`config.mk`:
```
export PLATFORM = sky130hd
export DESIGN_NAME = nand_prefetch
export DESIGN_NICKNAME = d
export VERILOG_FILES = /design/src/rtl/pfe_pkg.sv /design/src/rtl/pfe_regs.sv /design/src/rtl/pfe_fetch.sv /design/src/rtl/pfe_fifo.sv /design/src/rtl/nand_prefetch.sv
export SDC_FILE = /design/constraint.sdc
export NUM_CORES = 1
export LEC_CHECK = 0
export BUFFER_PORTS_ARGS = -buffer_cell sky130_fd_sc_hd__buf_2
export CORE_UTILIZATION = 45
export DETAILED_ROUTE_END_ITERATION = 8
export MAX_ROUTING_LAYER = met4
export PLACE_DENSITY = 0.64
export SKIP_CTS_REPAIR_TIMING = 1
export SLEW_MARGIN = 20
export SYNTH_ARGS = -nofsm -noshare
export SYNTH_HDL_FRONTEND = slang
export SYNTH_SLANG_ARGS = --single-unit
```
`constraint.sdc`:
```
create_clock -name clk -period 9.87 [get_ports clk]
set_clock_uncertainty 0.2 [all_clocks]
set_input_delay 0.987 -clock clk [delete_from_list [all_inputs] [get_ports clk]]
set_output_delay 0.987 -clock clk [all_outputs]
set_load 0.005 [all_outputs]
```
`src/rtl/pfe_pkg.sv`:
```
package pfe_pkg;
  localparam logic [1:0] A_CFG1 = 2'd0;
  localparam logic [1:0] A_CFG2 = 2'd1;
  localparam logic [1:0] A_CTRL = 2'd2;
  localparam logic [1:0] A_STAT = 2'd3;

  localparam int DIR_BIT   = 0;
  localparam int EN_BIT    = 7;
  localparam int THR_LSB   = 8;
  localparam int THR_W     = 7;
  localparam int CS_LSB    = 24;
  localparam int CS_W      = 3;
  localparam int FILLF_LSB = 24;
  localparam int FILLF_W   = 7;

  typedef struct packed {
    logic [CS_W-1:0]  cs;
    logic [THR_W-1:0] thr;
    logic             en;
    logic             dir;
  } cfg1_t;

  function automatic logic [31:0] pack_cfg1(input cfg1_t c);
    logic [31:0] w;
    w = '0;
    w[DIR_BIT]           = c.dir;
    w[EN_BIT]            = c.en;
    w[THR_LSB +: THR_W]  = c.thr;
    w[CS_LSB +: CS_W]    = c.cs;
    return w;
  endfunction

  function automatic cfg1_t unpack_cfg1(input logic [31:0] w);
    cfg1_t c;
    c.dir = w[DIR_BIT];
    c.en  = w[EN_BIT];
    c.thr = w[THR_LSB +: THR_W];
    c.cs  = w[CS_LSB +: CS_W];
    return c;
  endfunction

  // bytes removed by one host read: four, or whatever is left
  function automatic logic [2:0] take_count(input logic rd, input logic [31:0] fill);
    if (!rd)            return 3'd0;
    else if (fill >= 4) return 3'd4;
    else                return fill[2:0];
  endfunction
endpackage

```
`src/rtl/pfe_regs.sv`:
```
module pfe_regs
  import pfe_pkg::*;
#(
  parameter int DEPTH = 64,
  parameter int CNT_W = 14,
  localparam int FILL_W = $clog2(DEPTH + 1)
) (
  input  logic              clk,
  input  logic              rst_n,
  input  logic              reg_wr,
  input  logic [1:0]        reg_addr,
  input  logic [31:0]       reg_wdata,
  input  logic [FILL_W-1:0] fill,
  input  logic              byte_taken,
  output logic [31:0]       reg_rdata,
  output logic              active,
  output logic [CNT_W-1:0]  remaining,
  output logic [THR_W-1:0]  thr,
  output logic              stop
);
  cfg1_t            cfg1_q;
  logic [CNT_W-1:0] cnt_cfg;
  logic [CNT_W-1:0] rem_q;
  logic             act_q;
  logic             wr_cfg1, wr_cfg2, start, drained;

  assign wr_cfg1 = reg_wr && (reg_addr == A_CFG1) && !act_q;
  assign wr_cfg2 = reg_wr && (reg_addr == A_CFG2) && !act_q;
  assign start   = reg_wr && (reg_addr == A_CTRL) && reg_wdata[0] && !act_q &&
                   cfg1_q.en && (32'(cfg1_q.thr) <= DEPTH);
  assign stop    = reg_wr && (reg_addr == A_CTRL) && !reg_wdata[0] && act_q;
  assign drained = act_q && (rem_q == '0) && (fill == '0);

  always_ff @(posedge clk) begin
    if (!rst_n) begin
      cfg1_q  <= '0;
      cnt_cfg <= '0;
      rem_q   <= '0;
      act_q   <= 1'b0;
    end else begin
      if (wr_cfg1) cfg1_q  <= unpack_cfg1(reg_wdata);
      if (wr_cfg2) cnt_cfg <= reg_wdata[CNT_W-1:0];
      if (start) begin
        act_q <= 1'b1;
        rem_q <= cnt_cfg;
      end else if (stop) begin
        act_q <= 1'b0;
        rem_q <= '0;
      end else begin
        if (drained)    act_q <= 1'b0;
        if (byte_taken) rem_q <= rem_q - 1'b1;
      end
    end
  end

  always_comb begin
    reg_rdata = '0;
    unique case (reg_addr)
      A_CFG1: reg_rdata = pack_cfg1(cfg1_q);
      A_CFG2: reg_rdata[CNT_W-1:0] = cnt_cfg;
      A_CTRL: reg_rdata[0] = act_q;
      A_STAT: begin
        reg_rdata[CNT_W-1:0] = rem_q;
        reg_rdata[FILLF_LSB +: FILLF_W] = FILLF_W'(fill);
      end
      default: reg_rdata = '0;
    endcase
  end

  assign active    = act_q;
  assign remaining = rem_q;
  assign thr       = cfg1_q.thr;

  assert_clear_cause_R10: assert property (@(posedge clk) disable iff (!rst_n)
    $fell(act_q) |-> $past(stop || ((rem_q == '0) && (fill == '0))));
  assert_count_step_R5: assert property (@(posedge clk) disable iff (!rst_n)
    (byte_taken && !stop) |=> (rem_q == $past(rem_q) - 1'b1));
  assert_busy_cfg_R4: assert property (@(posedge clk) disable iff (!rst_n)
    (act_q && reg_wr && (reg_addr == A_CFG2)) |=> $stable(cnt_cfg));
  assert_start_load_R3: assert property (@(posedge clk) disable iff (!rst_n)
    start |=> (act_q && (rem_q == $past(cnt_cfg))));
endmodule

```
`src/rtl/pfe_fetch.sv`:
```
module pfe_fetch #(
  parameter int DEPTH = 64,
  parameter int CNT_W = 14,
  localparam int FILL_W = $clog2(DEPTH + 1)
) (
  input  logic              active,
  input  logic [CNT_W-1:0]  remaining,
  input  logic [FILL_W-1:0] fill,
  input  logic              nand_ready,
  output logic              nand_rd_req
);
  logic room;
  assign room        = 32'(fill) < DEPTH;
  assign nand_rd_req = active && (remaining != '0) && room && nand_ready;
endmodule

```
`src/rtl/pfe_fifo.sv`:
```
module pfe_fifo
  import pfe_pkg::*;
#(
  parameter int DEPTH = 64,
  localparam int PTR_W  = $clog2(DEPTH),
  localparam int FILL_W = $clog2(DEPTH + 1)
) (
  input  logic              clk,
  input  logic              rst_n,
  input  logic              flush,
  input  logic              push,
  input  logic [7:0]        push_byte,
  input  logic              pop_rd,
  output logic [31:0]       word,
  output logic              underflow,
  output logic [FILL_W-1:0] fill
);
  logic [7:0]       mem [DEPTH];
  logic [PTR_W-1:0] wr_ptr, rd_ptr;
  logic [FILL_W-1:0] fill_q;
  logic [2:0]       npop;

  assign npop      = take_count(pop_rd, 32'(fill_q));
  assign underflow = pop_rd && (32'(fill_q) < 4);
  assign fill      = fill_q;

  for (genvar k = 0; k < 4; k++) begin : g_lane
    assign word[8*k +: 8] = (32'(fill_q) > k) ? mem[rd_ptr + PTR_W'(k)] : 8'h00;
  end

  always_ff @(posedge clk) begin
    if (!rst_n || flush) begin
      wr_ptr <= '0;
      rd_ptr <= '0;
      fill_q <= '0;
    end else begin
      if (push) wr_ptr <= wr_ptr + 1'b1;
      rd_ptr <= rd_ptr + PTR_W'(npop);
      fill_q <= fill_q + FILL_W'(push) - FILL_W'(npop);
    end
  end

  always_ff @(posedge clk) begin
    if (push && !flush) mem[wr_ptr] <= push_byte;
  end

  assert_no_overflow_R5: assert property (@(posedge clk) disable iff (!rst_n)
    push |-> (32'(fill_q) < DEPTH));
  assert_fill_bound_R6: assert property (@(posedge clk) disable iff (!rst_n)
    32'(fill_q) <= DEPTH);
  assert_word_pop_R7: assert property (@(posedge clk) disable iff (!rst_n)
    (pop_rd && (32'(fill_q) >= 4) && !flush) |=>
      (fill_q == FILL_W'($past(fill_q) + FILL_W'($past(push)) - FILL_W'(4))));
  assert_short_pop_R8: assert property (@(posedge clk) disable iff (!rst_n)
    (pop_rd && (32'(fill_q) < 4) && !push && !flush) |=> (fill_q == '0));
endmodule

```
`src/rtl/nand_prefetch.sv`:
```
module nand_prefetch
  import pfe_pkg::*;
#(
  parameter int DEPTH = 64,
  parameter int CNT_W = 14,
  localparam int FILL_W = $clog2(DEPTH + 1)
) (
  input  logic        clk,
  input  logic        rst_n,
  input  logic        reg_wr,
  input  logic [1:0]  reg_addr,
  input  logic [31:0] reg_wdata,
  output logic [31:0] reg_rdata,
  input  logic        nand_ready,
  input  logic [7:0]  nand_data,
  output logic        nand_rd_req,
  input  logic        host_rd,
  output logic [31:0] host_rdata,
  output logic        host_underflow,
  output logic        host_avail
);
  logic              active, stop;
  logic [CNT_W-1:0]  remaining;
  logic [THR_W-1:0]  thr;
  logic [FILL_W-1:0] fill;

  pfe_regs #(.DEPTH(DEPTH), .CNT_W(CNT_W)) u_regs (
    .clk(clk), .rst_n(rst_n), .reg_wr(reg_wr), .reg_addr(reg_addr),
    .reg_wdata(reg_wdata), .fill(fill), .byte_taken(nand_rd_req),
    .reg_rdata(reg_rdata), .active(active), .remaining(remaining),
    .thr(thr), .stop(stop)
  );

  pfe_fetch #(.DEPTH(DEPTH), .CNT_W(CNT_W)) u_fetch (
    .active(active), .remaining(remaining), .fill(fill),
    .nand_ready(nand_ready), .nand_rd_req(nand_rd_req)
  );

  pfe_fifo #(.DEPTH(DEPTH)) u_fifo (
    .clk(clk), .rst_n(rst_n), .flush(stop), .push(nand_rd_req),
    .push_byte(nand_data), .pop_rd(host_rd), .word(host_rdata),
    .underflow(host_underflow), .fill(fill)
  );

  assign host_avail = active &&
                      ((32'(fill) >= 32'(thr)) || ((remaining == '0) && (fill != '0)));

  assert_req_ready_R5: assert property (@(posedge clk) disable iff (!rst_n)
    nand_rd_req |-> (nand_ready && active));
endmodule

```
==> impl_metrics.env, run 1 <==
export IMPL_outcome="complete, no violations"
export IMPL_critPathMaxFanout=153
export IMPL_dieArea_um2=81700
export IMPL_netlist_area_um2=36300
export IMPL_grt_pass1_vias=23700
export IMPL_endpoint_kind="output pin"
export IMPL_hold_path_class="reg -> reg"
export IMPL_nets=2332
export IMPL_netSwitchingFraction_pct=35.2
export IMPL_path_delay_family="buffers and inverters"
export IMPL_cts_clk_slew_worst_paths_ns=0.06
export IMPL_synth_top_area_cell="edfxtp_1"
export IMPL_track_usage_pct=29.6
export IMPL_clockBufferDepth=3
export IMPL_hold_viol=0
export IMPL_cts_inserted_buffers=61
export IMPL_cts_tree="yes"
export IMPL_layout_common_cells="mux4_2, edfxtp_1, nand2_1, mux2i_1, nor2_1"
export IMPL_wl_per_cell_um=34.9
export IMPL_comb_power_share_pct=35.3
export IMPL_hpwl_um=79200
export IMPL_layout_area_overhead_vs_synth_pct=9.47
export IMPL_tns_ns=0
export IMPL_final_max_slew_viol_count=0
export IMPL_clock_root_buffer="clkbuf_16"
export IMPL_intPower_uw=5060
export IMPL_cp_slowest_cell="buf_12"
export IMPL_cp_arrival_ns=5.98
export IMPL_postRouteAntennaNets=0
export IMPL_finalSetupViolations=0
export IMPL_grt_overflow_total=0
export IMPL_drtPass1Iterations=7
export IMPL_io_pins=114
export IMPL_die_h_um=286
export IMPL_drt_iter0_markers=3352
export IMPL_fmax_mhz=140
export IMPL_path_cells="buf_12 -> buf_12 -> buf_4 -> mux4_2 -> mux2i_1 -> o22ai_1 -> a21oi_1 -> o22ai_1 -> buf_2"
export IMPL_fin_hold_ws_ns=0.260
export IMPL_sequentialPowerShare_pct=34.6
export IMPL_syn_avg_cell_area_um2=16.1
export IMPL_htreeDepth=2
export IMPL_grt_pass1_wl_um=167000
export IMPL_stdcell_count=3359
export IMPL_leakage_uw=0.0122
export IMPL_p_sw_uw=2740
export IMPL_setup_slack_ns=2.70
export IMPL_yosys_warnings=0
export IMPL_io_buffer_count=89
export IMPL_share_clk_of_total_power_pct=30.1
export IMPL_peakVddDrop_uv=154
export IMPL_ys_types=80
export IMPL_die_x_um=286
export IMPL_crit_buf_inv=4
export IMPL_ys_seq_area_share_pct=45.7
export IMPL_async_flop_share_pct=0
export IMPL_drt_total_wl_um=117000
export IMPL_ys_top_cells_by_area="edfxtp_1, mux4_2, dfxtp_1"
export IMPL_antenna_found_initial=7
export IMPL_routed_via_density=7.24
export IMPL_drc_errors=0
export IMPL_cellPowerDensity_nw_per_um2=197
export IMPL_period_needed_ns=7.17
export IMPL_synth_flop_cell="edfxtp_1"
export IMPL_path_class="reg -> out"
export IMPL_synth_edf_count=512
export IMPL_coreArea_um2=79400
export IMPL_vias=24300
export IMPL_synth_cells=2248
export IMPL_synth_top_area_share_pct=42.4
export IMPL_row_count=103
export IMPL_place_inst=3236
export IMPL_worstMarginPinSlew_ns=1.19
export IMPL_finalInstanceArea_um2=39700
export IMPL_rsz0062_at_grt="no"
export IMPL_drive_above_1_share_pct=39.0
export IMPL_final_common_cell="mux4_2"
export IMPL_start_util_pct=45.7
export IMPL_routabilityCongestion=1.06
export IMPL_finalCritPeriodShare_pct=72.6
export IMPL_start_kind="flip-flop"
export IMPL_critPathMaxStageDelay_ns=0.82
export IMPL_max_slew_margin_rel_pct=20.6
export IMPL_ys_ff_latch=572
export IMPL_max_cap_violations=0
export IMPL_grt_max_degree=154
export IMPL_cts_num_sinks=572
export IMPL_placed_cell_area_um2=37500
export IMPL_clkLatencyLatePin_ns=0.65
export IMPL_pre_cts_slack_ns=3.52
export IMPL_worstPathRequired_ns=8.68
## cell usage after synthesis, types with 4 or more instances
| cell | instances |
|---|---|
| mux4_2 | 574 |
| edfxtp_1 | 512 |
| nand2_1 | 121 |
| nor2_1 | 119 |
| mux2i_1 | 99 |
| a21oi_1 | 85 |
| buf_2 | 75 |
| clkbuf_1 | 67 |
| dfxtp_1 | 60 |
| nor3_1 | 52 |
| o22ai_1 | 39 |
| nand3_1 | 38 |
| buf_4 | 37 |
| inv_1 | 34 |
| ha_1 | 31 |
| mux2_2 | 25 |
| buf_1 | 21 |
| nor2b_1 | 19 |
| o21ai_1 | 18 |
| o21ai_0 | 14 |
| nand2b_1 | 13 |
| xnor2_1 | 13 |
| a21o_1 | 12 |
| and2_1 | 12 |
| a31oi_1 | 11 |
| a22oi_1 | 10 |
| nand4_1 | 10 |
| o211ai_1 | 9 |
| a222oi_1 | 8 |
| xor2_1 | 8 |
| and3_1 | 7 |
| o31ai_1 | 7 |
| or3_1 | 7 |
| a221o_1 | 6 |
| nand3b_1 | 6 |
| buf_6 | 4 |
| inv_2 | 4 |
## path summary, 6_finish.rpt
check / start / to / slack (ns) / depth (start not counted)
hold / removal: u_regs.cfg1_q[10] / u_regs.cfg1_q[10] / 0.26 / 2
setup / recovery: u_fifo.rd_ptr[0] / host_rdata[8] / 2.70 / 9
setup reg to reg: u_regs.remaining[0] / u_fifo.mem[38][6] / 5.78 / 8
hold reg to reg: u_regs.cfg1_q[10] / u_regs.cfg1_q[10] / 0.26 / 2
## worst register-to-register path, stage by stage, from the launching register on
cell	delay (ns)
dfxtp_1	0.41
inv_1	0.10
ha_1	0.23
nor3b_2	0.22
nand4_1	0.17
nand4_4	0.23
nor3_1	0.44
nand3_1	0.59
nor2_1	1.10
## power groups by stage
| stage | registers, uW | clock network, uW | logic (uW) |
|---|---|---|---|
| detailed placement | 2750 | 0 | 2630 |
| floorplan | 2720 | 0 | 1640 |
| global placement | 2750 | 0 | 2620 |
| finish | 2700 | 2350 | 2760 |
| CTS | 2700 | 2360 | 2650 |
| global route | 2700 | 2440 | 2820 |
## layout make-up
cell class	instances	area (um^2)
Sequential cell	572	16600
Tap cell	1050	1310
Clock inverter	48	493
Inverter	39	154
Antenna cell	7	17.5
Timing Repair Buffer	136	881
Fill cell	6553	39700
Clock buffer	65	1540
Multi-Input combinational cell	1442	18700
## metrics by stage
stage	total power [uW]	utilization, %
final	7810	50.0
after global routing	7960	50.0
after CTS	7710	49.8
after detailed placement	5390	47.3
after global placement	5370	47.2
after floorplan	4360	-
## logic make-up (layout without fill, tap and decap cells)
logic type	after synthesis	after routing	synth area share, %
compound gates	244	244	4.30
mux	698	698	39.1
buf+inv	244	288	3.28
xor+xnor	23	23	0.597
fa+ha+maj	33	33	1.18
flops	572	572	45.7
simple gates	432	432	5.78
other cells	2	19	0.0207
## state kept, by name, summed over array words and instances, names as in the netlist
signal	cells
u_regs.remaining	14
u_fifo.fill	7
u_regs.active	1
u_regs.thr	7
u_fifo.wr_ptr	6
u_regs.cfg1_q	5
u_regs.cnt_cfg	14
u_fifo.rd_ptr	6
u_fifo.mem	512
## layer usage
layer	track usage, %	share of wire [%]	vias up
met2	45.5	48	1853
met4	14.4	5.5	0
met3	8.41	12	299
met5	-	0	-
li1	-	-	9560
met1	35.9	34	12600
(Power assumes the default switching activity.)
==> run 2: changes to the inputs <==
--- a/config.mk
+++ b/config.mk
@@ -5,11 +5,12 @@
 export SDC_FILE = /design/constraint.sdc
 export NUM_CORES = 1
 export LEC_CHECK = 0
+export ABC_AREA = 1
 export BUFFER_PORTS_ARGS = -buffer_cell sky130_fd_sc_hd__buf_2
 export CORE_UTILIZATION = 45
 export DETAILED_ROUTE_END_ITERATION = 8
 export MAX_ROUTING_LAYER = met4
-export PLACE_DENSITY = 0.64
+export PLACE_DENSITY = 0.66
 export SKIP_CTS_REPAIR_TIMING = 1
 export SLEW_MARGIN = 20
 export SYNTH_ARGS = -nofsm -noshare
==> constraint.sdc (replaced) <==
create_clock -name clk -period 6.18 [get_ports clk]
set_clock_uncertainty 0.2 [all_clocks]
set_input_delay 0.618 -clock clk [delete_from_list [all_inputs] [get_ports clk]]
set_output_delay 0.618 -clock clk [all_outputs]
set_load 0.005 [all_outputs]
==> run 2 against run 1 <==
  * Sequential power is 62% higher
  * Synthesized area decreased by 0.23%
  * Worst setup slack got worse by 2.0 ns
  * Total power grew 74%
  * Core utilization is 0.42 points lower
  * Final cell count increased by 74%
  * Critical path type unchanged
  * Largest cell class unchanged
==> impl_metrics.env, run 2 <==
export IMPL_outcome="complete, no violations"
export IMPL_worstMarginPinSlew_ns=1.21
export IMPL_hpwl_um=83400
export IMPL_yosys_warnings=0
export IMPL_drtPass1Iterations=8
export IMPL_grt_pass1_wl_um=197000
export IMPL_wl_per_cell_um=23.2
export IMPL_io_buffer_count=89
export IMPL_cp_arrival_ns=4.63
export IMPL_synth_top_area_cell="edfxtp_1"
export IMPL_grt_overflow_total=0
export IMPL_period_needed_ns=5.45
export IMPL_die_x_um=286
export IMPL_dieArea_um2=81600
export IMPL_clock_root_buffer="clkbuf_16"
export IMPL_leakage_uw=0.0157
export IMPL_layout_area_overhead_vs_synth_pct=8.63
export IMPL_num_antenna_cells=0
export IMPL_start_util_pct=45.7
export IMPL_ys_ff_latch=572
export IMPL_path_class="reg -> out"
export IMPL_place_inst=5717
export IMPL_netlist_area_um2=36200
export IMPL_cts_clk_slew_worst_paths_ns=0.06
export IMPL_path_cells="inv_8 -> ha_4 -> buf_4 -> o21ai_0 -> nand2_1 -> nand3_1 -> nand3_1 -> nand2_1 -> nand2_1 -> nand2_1 -> nor2_1 -> buf_2"
export IMPL_max_slew_margin_rel_pct=18.9
export IMPL_crit_buf_inv=3
export IMPL_crit_path_frequent_cell="nand2_1"
export IMPL_ys_top_cells_by_area="edfxtp_1, nand3_1, nand2_1"
export IMPL_drt_total_wl_um=135000
export IMPL_cts_tree="yes"
export IMPL_async_flop_share_pct=0
export IMPL_htreeDepth=3
export IMPL_synth_cells=4848
export IMPL_synth_edf_count=512
export IMPL_start_kind="flip-flop"
export IMPL_peakVddDrop_uv=343
export IMPL_antenna_found_initial=0
export IMPL_critPathMaxStageDelay_ns=0.71
export IMPL_largest_reg_flops=512
export IMPL_routabilityCongestion=0.955
export IMPL_die_h_um=286
export IMPL_clockBufferDepth=3
export IMPL_drt_iter0_markers=5401
export IMPL_syn_avg_cell_area_um2=7.46
export IMPL_coreArea_um2=79300
export IMPL_vias=36000
export IMPL_endpoint_kind="output pin"
export IMPL_grt_pass1_vias=32200
export IMPL_io_pins=114
export IMPL_worstPathRequired_ns=5.36
export IMPL_synthTopCellsByCount="nand2_1, nand3_1, edfxtp_1"
export IMPL_synth_most_common_cell="nand2_1"
export IMPL_grt_max_degree=222
export IMPL_cts_inserted_buffers=68
export IMPL_cp_slowest_cell="ha_4"
export IMPL_hold_viol=0
export IMPL_tns_ns=0
export IMPL_postRouteAntennaNets=0
export IMPL_regToRegSetupSlack_ns=2.03
export IMPL_routed_via_density=6.16
export IMPL_finalSetupViolations=0
export IMPL_critPathMaxFanout=98
export IMPL_finalCritPeriodShare_pct=88.1
export IMPL_hold_path_class="in -> reg"
export IMPL_cts_num_sinks=572
export IMPL_nets=4817
export IMPL_ys_types=48
export IMPL_layout_common_cells="nand2_1, nand3_1, edfxtp_1, nor2_1, inv_1"
export IMPL_cellPowerDensity_nw_per_um2=346
export IMPL_max_cap_violations=0
export IMPL_ys_seq_area_share_pct=45.8
export IMPL_path_delay_family="buffers and inverters"
export IMPL_rsz0062_at_grt="no"
export IMPL_row_count=103
export IMPL_drc_errors=0
export IMPL_regMostFlops="u_fifo.mem"
export IMPL_stdcell_count=5839
export IMPL_fmax_mhz=184
export IMPL_clkLatencyLatePin_ns=0.61
export IMPL_final_max_slew_viol_count=0
export IMPL_synth_top_area_share_pct=42.5
export IMPL_track_usage_pct=33.3
export IMPL_drive_above_1_share_pct=6.49
export IMPL_synth_flop_cell="edfxtp_1"
export IMPL_final_common_cell="nand2_1"
==> run 2: tightest hold or removal path, delay by kind of cell <==
kind / cells / cell delay, ns
simple gates: 1 / 0.07
compound gates: 1 / 0.07
buf+inv: 1 / 0.07
==> run 2: worst paths after layout <==
check                                         start  cells past startpoint                 to
worst max-delay path               u_fifo.rd_ptr[1]                     12     host_rdata[29]
worst min-delay path                  reg_wdata[26]                      3  u_regs.cfg1_q[11]
worst max register to register  u_regs.remaining[0]                      9  u_fifo.mem[58][5]
worst min register to register    u_regs.cfg1_q[11]                      2  u_regs.cfg1_q[11]
==> run 2: cell families (layout without fill, tap and decap cells) <==
logic type / Yosys count / in the layout / synth area share (%)
buffers and inverters: 525 / 456 / 6.37
XOR/XNOR: 23 / 23 / 0.650
adder cells (fa/ha/maj): 33 / 33 / 1.18
other: 2 / 12 / 0.0208
AND/OR/NAND/NOR: 3373 / 3373 / 40.7
flip-flops: 572 / 572 / 45.8
AO/OA/AOI/OAI: 320 / 320 / 5.31
==> run 2: routing by layer <==
metal	vias to the layer above	wire length, um	global-route usage, %
li1	16500	-	-
met1	16600	51100	42.5
met2	2414	58900	49.4
met3	462	17500	7.48
met4	0	7740	17.6
met5	-	0	-
==> run 2: layout make-up <==
| cell class | instances | area, um^2 |
|---|---|---|
| clock buffer | 99 | 1990 |
| clock inverter | 23 | 230 |
| fill | 7627 | 39900 |
| inverter | 178 | 691 |
| multi-input combinational | 3761 | 17400 |
| sequential | 572 | 16600 |
| tap | 1050 | 1310 |
| timing repair buffer | 156 | 1060 |
==> run 2: stage by stage <==
step           area (um^2)  power, uW  setup WS, ns  hold WS, ns  utilization [%]
6_report             39300      13600         0.733       0.0570             49.6
5_1_grt              39300      13900         0.678       0.0695             49.6
4_1_cts              39300      13300          1.01       0.0360             49.6
3_5_place_dp         37100       9320          1.66        0.271             46.8
3_3_place_gp         37100       9300          1.68        0.265             46.8
2_1_floorplan        36200       7090          2.87        0.245                -
==> run 2: power breakdown <==
group          switching (uW)  internal [uW]  total [uW]
registers                 132           4240        4370
logic                    3800           1340        5140
clock network            1630           2430        4070
